$ cat src/rtl/srb_pkg.sv
package srb_pkg;
    localparam int FRAME_W = 16;
    localparam int BYTE_W  = 8;
    localparam int ADDR_W  = BYTE_W - 1;
    localparam int RESP_W  = 14;
    localparam int CNT_W   = $clog2(FRAME_W + 2);

    typedef struct packed {
        logic [FRAME_W-1:0] rx;
        logic [FRAME_W-1:0] tx;
        logic [CNT_W-1:0]   cnt;
        logic               miso;
    } shf_t;

    typedef struct packed {
        logic [FRAME_W-1:0] resp;
    } top_t;
endpackage

$ cat src/rtl/srb_sync.sv
module srb_sync #(
    parameter int         N       = 3,
    parameter int         STAGES  = 2,
    parameter logic [N-1:0] RST_VAL = '0
) (
    input  logic         clk,
    input  logic         rst_n,
    input  logic [N-1:0] async_i,
    output logic [N-1:0] sync_o,
    output logic [N-1:0] prev_o
);
    logic [STAGES:0][N-1:0] pipe_d, pipe_q;

    always_comb begin
        pipe_d = {pipe_q[STAGES-1:0], async_i};
    end

    always_ff @(posedge clk or negedge rst_n) begin
        if (!rst_n) pipe_q <= {(STAGES+1){RST_VAL}};
        else        pipe_q <= pipe_d;
    end

    assign sync_o = pipe_q[STAGES-1];
    assign prev_o = pipe_q[STAGES];
endmodule

$ cat src/rtl/srb_shifter.sv
module srb_shifter
    import srb_pkg::*;
(
    input  logic               clk,
    input  logic               rst_n,
    input  logic               sel_i,
    input  logic               sel_start_i,
    input  logic               sck_rise_i,
    input  logic               sck_fall_i,
    input  logic               mosi_i,
    input  logic [FRAME_W-1:0] load_i,
    output logic               miso_o,
    output logic [FRAME_W-1:0] word_o,
    output logic [CNT_W-1:0]   bits_o
);
    localparam logic [CNT_W-1:0] CNT_SAT = CNT_W'(FRAME_W + 1);

    shf_t st_d, st_q;

    always_comb begin
        st_d = st_q;
        if (sel_start_i) begin
            st_d.tx  = load_i;
            st_d.cnt = '0;
        end else if (sel_i) begin
            if (sck_rise_i) begin
                st_d.rx = {st_q.rx[FRAME_W-2:0], mosi_i};
                if (st_q.cnt != CNT_SAT) st_d.cnt = st_q.cnt + 1'b1;
            end
            if (sck_fall_i) st_d.tx = {st_q.tx[FRAME_W-2:0], 1'b0};
        end
        st_d.miso = sel_i ? st_d.tx[FRAME_W-1] : 1'b0;
    end

    always_ff @(posedge clk or negedge rst_n) begin
        if (!rst_n) st_q <= '0;
        else        st_q <= st_d;
    end

    assign miso_o = st_q.miso;
    assign word_o = st_q.rx;
    assign bits_o = st_q.cnt;

    // each sampled rising edge inside a frame adds one to the bit count until saturation
    p_bit_count_r2: assert property (@(posedge clk) disable iff (!rst_n)
        (sel_i && !sel_start_i && sck_rise_i && st_q.cnt != CNT_SAT)
        |=> (bits_o == $past(bits_o) + 1'b1));

    // with the frame open and no falling SCK edge, MISO holds its value
    p_miso_hold_r9: assert property (@(posedge clk) disable iff (!rst_n)
        (sel_i && $past(sel_i) && !sck_fall_i && !sel_start_i) |=> $stable(miso_o));
endmodule

$ cat src/rtl/srb_regfile.sv
module srb_regfile
    import srb_pkg::*;
#(
    parameter int NUM_REGS = 32
) (
    input  logic              clk,
    input  logic              rst_n,
    input  logic              wr_en_i,
    input  logic [ADDR_W-1:0] wr_addr_i,
    input  logic [BYTE_W-1:0] wr_data_i,
    input  logic [ADDR_W-1:0] rd_a_addr_i,
    output logic [BYTE_W-1:0] rd_a_data_o,
    input  logic [ADDR_W-1:0] rd_b_addr_i,
    output logic [BYTE_W-1:0] rd_b_data_o
);
    localparam int IDX_W = (NUM_REGS > 1) ? $clog2(NUM_REGS) : 1;

    logic [NUM_REGS-1:0][BYTE_W-1:0] mem_d, mem_q;

    for (genvar g = 0; g < NUM_REGS; g++) begin : g_reg
        assign mem_d[g] = (wr_en_i && wr_addr_i == ADDR_W'(g)) ? wr_data_i : mem_q[g];
    end

    always_ff @(posedge clk or negedge rst_n) begin
        if (!rst_n) mem_q <= '0;
        else        mem_q <= mem_d;
    end

    function automatic logic [BYTE_W-1:0] fetch(input logic [ADDR_W-1:0] a,
                                                input logic [NUM_REGS-1:0][BYTE_W-1:0] m);
        if (int'(a) < NUM_REGS) return m[a[IDX_W-1:0]];
        else                    return '0;
    endfunction

    assign rd_a_data_o = fetch(rd_a_addr_i, mem_q);
    assign rd_b_data_o = fetch(rd_b_addr_i, mem_q);

    // the bank only changes on a write strobe
    p_hold_idle_r3: assert property (@(posedge clk) disable iff (!rst_n)
        !wr_en_i |=> $stable(mem_q));

    // a write beyond the bank leaves every register untouched
    p_oob_write_r8: assert property (@(posedge clk) disable iff (!rst_n)
        (wr_en_i && int'(wr_addr_i) >= NUM_REGS) |=> $stable(mem_q));
endmodule

$ cat src/rtl/spi_regbank_target.sv
module spi_regbank_target
    import srb_pkg::*;
#(
    parameter int NUM_REGS = 32,
    parameter int SYNC_STAGES = 2
) (
    input  logic              clk,
    input  logic              rst_n,
    input  logic              spi_sck,
    input  logic              spi_cs_n,
    input  logic              spi_mosi,
    output logic              spi_miso,
    output logic [ADDR_W-1:0] diag_addr_o,
    input  logic [RESP_W-1:0] diag_data_i,
    input  logic [ADDR_W-1:0] core_addr_i,
    output logic [BYTE_W-1:0] core_data_o
);
    localparam int PIN_CS   = 2;
    localparam int PIN_SCK  = 1;
    localparam int PIN_MOSI = 0;

    logic [2:0] pin_sync, pin_prev;

    srb_sync #(.N(3), .STAGES(SYNC_STAGES), .RST_VAL(3'b100)) u_sync (
        .clk     (clk),
        .rst_n   (rst_n),
        .async_i ({spi_cs_n, spi_sck, spi_mosi}),
        .sync_o  (pin_sync),
        .prev_o  (pin_prev)
    );

    logic unused_pins;
    assign unused_pins = pin_prev[PIN_MOSI];

    logic sel, sel_start, sel_end, sck_rise, sck_fall;
    assign sel       = ~pin_sync[PIN_CS];
    assign sel_start = ~pin_sync[PIN_CS] &  pin_prev[PIN_CS];
    assign sel_end   =  pin_sync[PIN_CS] & ~pin_prev[PIN_CS];
    assign sck_rise  =  pin_sync[PIN_SCK] & ~pin_prev[PIN_SCK];
    assign sck_fall  = ~pin_sync[PIN_SCK] &  pin_prev[PIN_SCK];

    top_t st_d, st_q;
    logic [FRAME_W-1:0] word;
    logic [CNT_W-1:0]   bits;

    srb_shifter u_shift (
        .clk         (clk),
        .rst_n       (rst_n),
        .sel_i       (sel),
        .sel_start_i (sel_start),
        .sck_rise_i  (sck_rise),
        .sck_fall_i  (sck_fall),
        .mosi_i      (pin_sync[PIN_MOSI]),
        .load_i      (st_q.resp),
        .miso_o      (spi_miso),
        .word_o      (word),
        .bits_o      (bits)
    );

    logic              frame_ok, is_wr, is_ctl;
    logic [ADDR_W-1:0] fr_addr;
    logic [BYTE_W-1:0] fr_data, ctl_data;

    assign fr_addr  = word[FRAME_W-2 -: ADDR_W];
    assign fr_data  = word[BYTE_W-1:0];
    assign is_wr    = word[FRAME_W-1];
    assign is_ctl   = fr_data[BYTE_W-1];
    assign frame_ok = sel_end && (bits == CNT_W'(FRAME_W));
    assign diag_addr_o = fr_addr;

    srb_regfile #(.NUM_REGS(NUM_REGS)) u_regs (
        .clk         (clk),
        .rst_n       (rst_n),
        .wr_en_i     (frame_ok && is_wr),
        .wr_addr_i   (fr_addr),
        .wr_data_i   (fr_data),
        .rd_a_addr_i (fr_addr),
        .rd_a_data_o (ctl_data),
        .rd_b_addr_i (core_addr_i),
        .rd_b_data_o (core_data_o)
    );

    always_comb begin
        st_d = st_q;
        if (frame_ok) begin
            if (is_wr)       st_d.resp = '0;
            else if (is_ctl) st_d.resp = {{(FRAME_W-BYTE_W){1'b0}}, ctl_data};
            else             st_d.resp = {{(FRAME_W-RESP_W){1'b0}}, diag_data_i};
        end
    end

    always_ff @(posedge clk or negedge rst_n) begin
        if (!rst_n) st_q <= '0;
        else        st_q <= st_d;
    end

    // the two top response bits never carry data
    p_resp_top_zero_r4: assert property (@(posedge clk) disable iff (!rst_n)
        st_q.resp[FRAME_W-1 -: 2] == 2'b00);

    // a frame closed with a wrong bit count leaves the pending response alone
    p_drop_keeps_resp_r7: assert property (@(posedge clk) disable iff (!rst_n)
        (sel_end && bits != CNT_W'(FRAME_W)) |=> $stable(st_q.resp));

    // a completed write queues an all-zero answer
    p_write_resp_zero_r3: assert property (@(posedge clk) disable iff (!rst_n)
        (frame_ok && is_wr) |=> (st_q.resp == '0));
endmodule

$ cat config.mk
export PLATFORM = sky130hd
export DESIGN_NAME = spi_regbank_target
export DESIGN_NICKNAME = d
export VERILOG_FILES = /design/src/rtl/srb_pkg.sv /design/src/rtl/srb_sync.sv /design/src/rtl/srb_shifter.sv /design/src/rtl/srb_regfile.sv /design/src/rtl/spi_regbank_target.sv
export SDC_FILE = /design/constraint.sdc
export NUM_CORES = 1
export LEC_CHECK = 0
export ABC_AREA = 1
export BUFFER_PORTS_ARGS = -buffer_cell sky130_fd_sc_hd__buf_2
export CAP_MARGIN = 20
export CORE_UTILIZATION = 27
export DETAILED_ROUTE_END_ITERATION = 16
export PLACE_DENSITY_LB_ADDON = 0.3
export SYNTH_ARGS = -nofsm -noshare
export SYNTH_HDL_FRONTEND = slang
export SYNTH_SLANG_ARGS = --single-unit
$ cat constraint.sdc
create_clock -name clk -period 2.35 [get_ports clk]
set_clock_uncertainty 0.05 [all_clocks]
set_input_delay 0 -clock clk [delete_from_list [all_inputs] [get_ports clk]]
set_output_delay 0 -clock clk [all_outputs]
set_load 0.05 [all_outputs]
==> results of run 1 <==
## logic make-up (layout without fill, tap and decap cells)
| family | after synthesis | after routing | synth area share (%) |
|---|---|---|---|
| DFF | 316 | 316 | 45.27 |
| AOI/OAI and AO/OA | 565 | 565 | 16.68 |
| buffers and inverters | 286 | 320 | 7.640 |
| adders and majority gates | 3 | 3 | 0.2148 |
| and+or+nand+nor | 1260 | 1260 | 30.19 |
## power by group
| part | switching [mW] | total (mW) | internal, mW |
|---|---|---|---|
| Sequential | 0.0448 | 5.57 | 5.52 |
| Clock | 2.46 | 6.07 | 3.61 |
| Combinational | 0.987 | 1.28 | 0.295 |
## placed cells by master, fill, tap and decap left out, types with 2 or more instances in the layout
master	count
a21oi_1	77
a21oi_2	3
buf_12	32
buf_2	32
buf_4	55
bufinv_16	2
clkbuf_1	13
clkbuf_16	41
clkbuf_8	8
clkinv_1	4
clkinv_2	4
dfrtp_1	311
dfstp_2	3
dlygate4sd3_1	19
ha_1	3
inv_1	97
inv_2	8
nand2_1	1023
nand2_2	3
nand2_4	10
nand3_1	92
nand3_4	13
nand4_1	2
nand4_4	7
nor2_1	91
nor2_2	8
nor2_4	7
o211ai_1	9
o21ai_0	312
o21ai_1	135
o21ai_2	2
o221ai_1	9
o22ai_1	11
o31ai_1	5
## final cells by class
type / instances / area [um^2]
inverters: 109 / 409.1
multi-input cells: 1828 / 8305
well taps: 846 / 1059
flip-flops and latches: 316 / 7916
fillers: 6826 / 43120
clock buffers: 61 / 1160
repair buffers: 142 / 1463
clock inverters: 8 / 105.1
## critical path, cell delays in order (launching register included)
cell and delay [ns]:
dfrtp_4 0.49, inv_2 0.09, buf_12 0.16, buf_4 0.19
nand2_1 0.07, nand2_1 0.05, nand2_1 0.05, nand2_1 0.07
nand2_1 0.06, nand2_1 0.08, o21ai_0 0.49, nand3_1 0.20
nand2_1 0.10, nand2_1 0.05
## routing by layer
layer	wire length [um]	track usage, %
met2	28100	29.68
met5	0	0
met3	3587	2.550
met4	2298	8.168
met1	26880	24.82
## flip-flops by register name (all words and copies together), names as in the netlist
name and count:
u_regs.mem_q 256, st_q 14, u_shift.word_o 16, u_sync.sync_o 3, u_shift.bits_o 5, u_sync.pipe_d 3
u_shift.miso_o 1, u_sync.prev_o 2, u_shift.st_q 16
## stage by stage
step	util [%]	power (mW)	instances	hold WS, ns
floorplan	-	6.265	2430	-0.3456
global placement	29.51	6.906	3216	-0.03580
detailed placement	29.51	6.913	3216	-0.02907
CTS	31.84	13.05	3304	0.006512
global route	32.13	13.38	3310	0.02233
finish	32.13	12.92	3310	0.03552
## worst max path at each step
stage	endpoint	start	slack [ns]
2_1_floorplan	u_regs.mem_q[207]	u_shift.bits_o[0]	0.42
3_3_place_gp	st_q[3]	u_shift.word_o[8]	0.08
3_5_place_dp	st_q[3]	u_shift.word_o[8]	0.08
4_1_cts	st_q[3]	u_shift.word_o[8]	0.01
5_1_grt	u_regs.mem_q[53]	u_shift.bits_o[0]	-0.02
6_report	st_q[1]	u_shift.word_o[8]	0.03
## repair_timing
item                                   4_1_cts  5_1_grt
setup endpoints to repair                    6       98
endpoints found under the hold margin      330        0
resized for setup                           11       21
hold buffers                                19        0
buffers inserted                             0        5
pin swaps                                    0        7
gates cloned                                 0        1
==> impl_metrics.yaml, run 1 <==
worst_setup_path:
  r2r-end: "st_q[1]"
  required_ns: 2.75
  rrSetupSlack_ns: 0.03
  reg2reg_depth: 13
  crit_arrival_ns: 2.73
  timing.critical_path.to_type: "flop"
  worstPathMaxFanout: 16
  crit-reg2reg-launch: "u_shift.word_o[8]"
  critical_setup_path_kind: "flop to flop"
  start_kind: "flop"
drt:
  avgViaCountPerCell: 4.964
  dr.pass1.iters: 5
  final_antenna_net_count: 0
  drt_first_iter_violations: 1409
  drt_wl_total_mm: 60.86
  routedWlPerCell_um: 18.39
  drt_drc_violations_left: 0
  via_count: 16430
power_and_ir_drop:
  power_density_nw_per_um2: 632.6
  vdd_ir_drop_max_mv: 0.3517
  power.leakage_nw: 9.217
global_route:
  number_of_antenna_violations_at_the_first_check_in_global_routing: 0
  pin_count_of_the_biggest_net_entering_global_routing: 105
  overflow: 0
  first_global_vias: 15730
  gr-usage-all-layers_pct: 18.52
  wire_length_of_the_first_global_routing_pass_mm: 94.94
sta:
  relSlewSlack_pct: 47.45
  final.setup.tns_ns: 0
  slew_violations: 0
  worst_pin_slew_ns: 0.7853
  period_minus_slack_ns: 2.323
  finalCritPeriodShare_pct: 98.83
  hold_viol: 0
  worst_path_setup_slack_after_routing_ns: 0.02749
  max_clock_freq_ghz: 0.4306
  rsz0062_at_grt: "yes"
  final-setup-viol-count: 0
yosys:
  yosysWarningCount: 0
  synth_top_cells_by_area: "dfrtp_1 45%, nand2_1 22%, o21ai_0 9.2%"
  synthesis.instances: 2430
  post_synth_instance_area_um2: 17470
  ys_seq_elements: 316
  synth-async-reset-ratio_pct: 100.0
  synth_most_common_cell: "nand2_1"
  synthesis.nets: 2459
  syn-mean-instance-area_um2: 7.191
  distinct_cell_type_count_after_synthesis: 37
  synth-edff-count: 0
  synthTopCellsByCount: "1024 x nand2_1, 320 x o21ai_0, 313 x dfrtp_1, 129 x o21ai_1, 99 x inv_1"
  synth_sequential_area_ratio_pct: 45.27
  synthDominantCellAreaShare_pct: 44.82
  yosysTopAreaCell: "dfrtp_1"
  synth_ff_type: "dfrtp_1"
clocking:
  numCtsBuffers: 39
  root_buffer: "clkbuf_16"
  clkTransAtPathRegs_ns: 0.06
  cts_max_level: 2
  number_of_clock_sinks: 316
  worst_skew_pair.late_latency_ns: 0.57
  buffer_levels_on_the_longest_clock_path: 3
  cts_tree: "yes"
place:
  port-buffer-count: 41
  place_congestion: 0.9210
  placed_instance_area_um2: 18750
  dp_hpwl_mm: 38.79
  dpl_worst_slack_ns: 0.07993
final_layout:
  nNetsFinal: 2465
  drive_gt1_share_pct: 10.11
  stdcell_area_um2: 20420
  synthToLayoutAreaGrowth_pct: 16.84
  antennaDiodeCount: 0
hold_path:
  min_delay_worst_endpoint: "u_sync.pipe_d[4]"
  worstHoldPathCells: 2
  holdCritPathClass: "input pin to flop"
  hold_path.startpoint: "spi_sck"
floorplan:
  floorplan.initialDensity_pct: 27.50
  die_height_um: 256.4
  fp.dieArea_um2: 65740
  io_pins: 42
  core_area_um2: 63540
  chipWidth_um: 256.4
  rows: 92
status:
  status: "complete, no violations"
flow_run:
  drv_cap: 0
Note: power is estimated with default switching activity, not from simulation.
==> inputs of run 2 (changes only) <==
Settings changed: ABC_AREA 1 to unset.
==> impl_metrics.yaml, run 2 <==
status:
  status: "complete, but fails checks"
  failing_checks: "setup timing"
worst_setup_path:
  crit_arrival_ns: 2.47
  start_kind: "flop"
  timing.critical_path.to_type: "primary output"
  worstPathMaxFanout: 2
  crit_path_frequent_cell: "mux4_2"
  crit_path_slowest_cell: "mux4_2"
  critical_setup_path_kind: "flop to primary output"
  chain_of_cells_forming_the_critical_path: "mux4_2 -> mux4_2 -> o22ai_1 -> buf_4 -> nor3_4 -> buf_6"
  cpPeakStageDelay_ns: 0.52
  required_ns: 2.30
global_route:
  wire_length_of_the_first_global_routing_pass_mm: 75.11
  pin_count_of_the_biggest_net_entering_global_routing: 79
  gr-usage-all-layers_pct: 16.55
  overflow: 0
  number_of_antenna_violations_at_the_first_check_in_global_routing: 4
  first_global_vias: 11100
yosys:
  synth_sequential_area_ratio_pct: 48.27
  distinct_cell_type_count_after_synthesis: 50
  synthTopCellsByCount: "313 x dfrtp_1, 280 x mux2_2, 120 x mux4_2, 55 x clkbuf_1, 41 x mux2i_1"
  syn-mean-instance-area_um2: 14.53
  synth_top_cells_by_area: "dfrtp_1 48%, mux2_2 19%, mux4_2 16%"
  synth_most_common_cell: "dfrtp_1"
  synthesis.nets: 1157
  synthDominantCellAreaShare_pct: 47.79
  yosysTopAreaCell: "dfrtp_1"
  yosysWarningCount: 0
  synth-edff-count: 0
  synth-async-reset-ratio_pct: 100.0
  ys_seq_elements: 316
  synth_ff_type: "dfrtp_1"
  synthesis.instances: 1128
  post_synth_instance_area_um2: 16390
final_layout:
  mostFrequentLayoutCells: "311 x dfrtp_1, 280 x mux2_2, 120 x mux4_2"
  nNetsFinal: 1274
  antennaDiodeCount: 0
  fill_cells: 5820
  registers.top_by_ff_count: "u_regs.mem_q"
  multi_input_area_um2: 8130
  layout.cells.most_common: "dfrtp_1"
  synthToLayoutAreaGrowth_pct: 22.05
  drive_gt1_share_pct: 51.97
  largest_register_ffs: 256
  register_area_um2: 7919
  fin_util_pct: 33.64
  fin_cells: 2043
sta:
  finalCritPeriodShare_pct: 107.2
  period_minus_slack_ns: 2.520
  worst_pin_slew_ns: 1.038
  slew_violations: 0
  rsz0062_at_grt: "yes"
  hold_viol: 0
  relSlewSlack_pct: 30.62
  final-setup-viol-count: 8
  worst_path_setup_slack_after_routing_ns: -0.1700
  max_clock_freq_ghz: 0.3968
place:
  place_congestion: 0.8894
  dp_hpwl_mm: 33.71
  placed_cells: 1946
  port-buffer-count: 41
clocking:
  cts_tree: "yes"
  root_buffer: "clkbuf_16"
  worst_skew_pair.late_latency_ns: 0.54
  number_of_clock_sinks: 316
  clkTransAtPathRegs_ns: 0.06
  cts_max_level: 2
  buffer_levels_on_the_longest_clock_path: 3
  numCtsBuffers: 37
drt:
  via_count: 10680
  dr.pass1.iters: 8
  avgViaCountPerCell: 5.226
  drt_wl_total_mm: 49.70
  drt_drc_violations_left: 0
  final_antenna_net_count: 0
  routedWlPerCell_um: 24.33
  drt_first_iter_violations: 860
floorplan:
  floorplan.initialDensity_pct: 27.56
  fp.dieArea_um2: 61690
  chipWidth_um: 248.4
  io_pins: 42
  die_height_um: 248.4
  rows: 89
  core_area_um2: 59460
power_and_ir_drop:
  power_density_nw_per_um2: 627.3
  power.leakage_nw: 8.909
  vdd_ir_drop_max_mv: 0.4004
hold_path:
  holdCritPathClass: "input pin to flop"
flow_run:
  drv_cap: 0
## run 2: worst max-delay path: cells and delay by family, from the launching register on
family / cells / cell delay [ns]
buffers and inverters: 2 / 0.35
AOI/OAI and AO/OA: 1 / 0.14
and+or+nand+nor: 1 / 0.05
muxes: 2 / 1.00
DFF: 1 / 0.37
## run 2: path summary, 6_finish.rpt
| check | from | to | slack, ns | depth (start not counted) |
|---|---|---|---|---|
| min | spi_sck | u_sync.pipe_d[4] | 0.08 | 2 |
| min reg2reg | u_sync.pipe_d[3] | u_sync.sync_o[0] | 0.30 | 0 |
| max reg2reg | u_shift.word_o[14] | u_regs.mem_q[148] | 0.08 | 5 |
| min in group asynchronous | rst_n | u_regs.mem_q[82] | 0.43 | 3 |
| max | u_regs.mem_q[89] | core_data_o[1] | -0.17 | 6 |
| max in group asynchronous | rst_n | u_regs.mem_q[167] | 1.09 | 4 |
## run 2: area by class of cell
| class | count | share of cell area, % |
|---|---|---|
| multi-input cells | 697 | 40.65 |
| well taps | 773 | 4.835 |
| clock inverters | 11 | 0.7944 |
| flip-flops and latches | 316 | 39.59 |
| clock buffers | 53 | 5.392 |
| repair buffers | 177 | 8.444 |
| inverters | 16 | 0.3002 |
## run 2: per-layer routing
metal / routed length [um] / track usage (%)
met1: 22520 / 23.03
met2: 22630 / 25.68
met3: 3102 / 3.685
met4: 1388 / 4.842
met5: 55 / 0
## run 2: kinds of logic (layout without fill, tap and decap cells)
logic type / count (synthesis) / in the layout / share of synthesized area, %
compound gates: 92 / 92 / 4.374
xor+xnor: 3 / 3 / 0.1603
fa+ha+maj: 3 / 3 / 0.2290
buf+inv: 115 / 257 / 3.122
flops: 316 / 316 / 48.27
mux: 441 / 441 / 38.23
simple gates: 158 / 158 / 5.611
## run 2: repair_timing
action | CTS | global route
setup endpoints to repair | 8 | 79
hold buffers | 20 | 0
pin swaps | 10 | 2
endpoints found under the hold margin | 330 | 0
cloned | 0 | 0
buffers inserted | 10 | 4
gates resized for setup | 33 | 8
## run 2: stage by stage
step	setup TNS (ns)	cell area, um^2	setup slack [ns]	hold WS, ns	total power [mW]
5_1_grt	-1.350	20000	-0.2169	0.07328	13.03
3_5_place_dp	0	18250	0.02194	-0.05200	6.658
4_1_cts	-0.9950	19930	-0.1468	0.06207	12.72
6_report	-0.9325	20000	-0.1700	0.07592	12.55
3_3_place_gp	0	18240	0.03628	-0.04955	6.641
2_1_floorplan	0	16400	0.02795	-0.3456	6.111
## run 2: where the power goes
part,switching (mW),total [mW],internal (mW)
clock network,2.32,5.94,3.62
logic,0.755,1.04,0.284
registers,0.0629,5.57,5.50
total,3.14,12.5,9.41
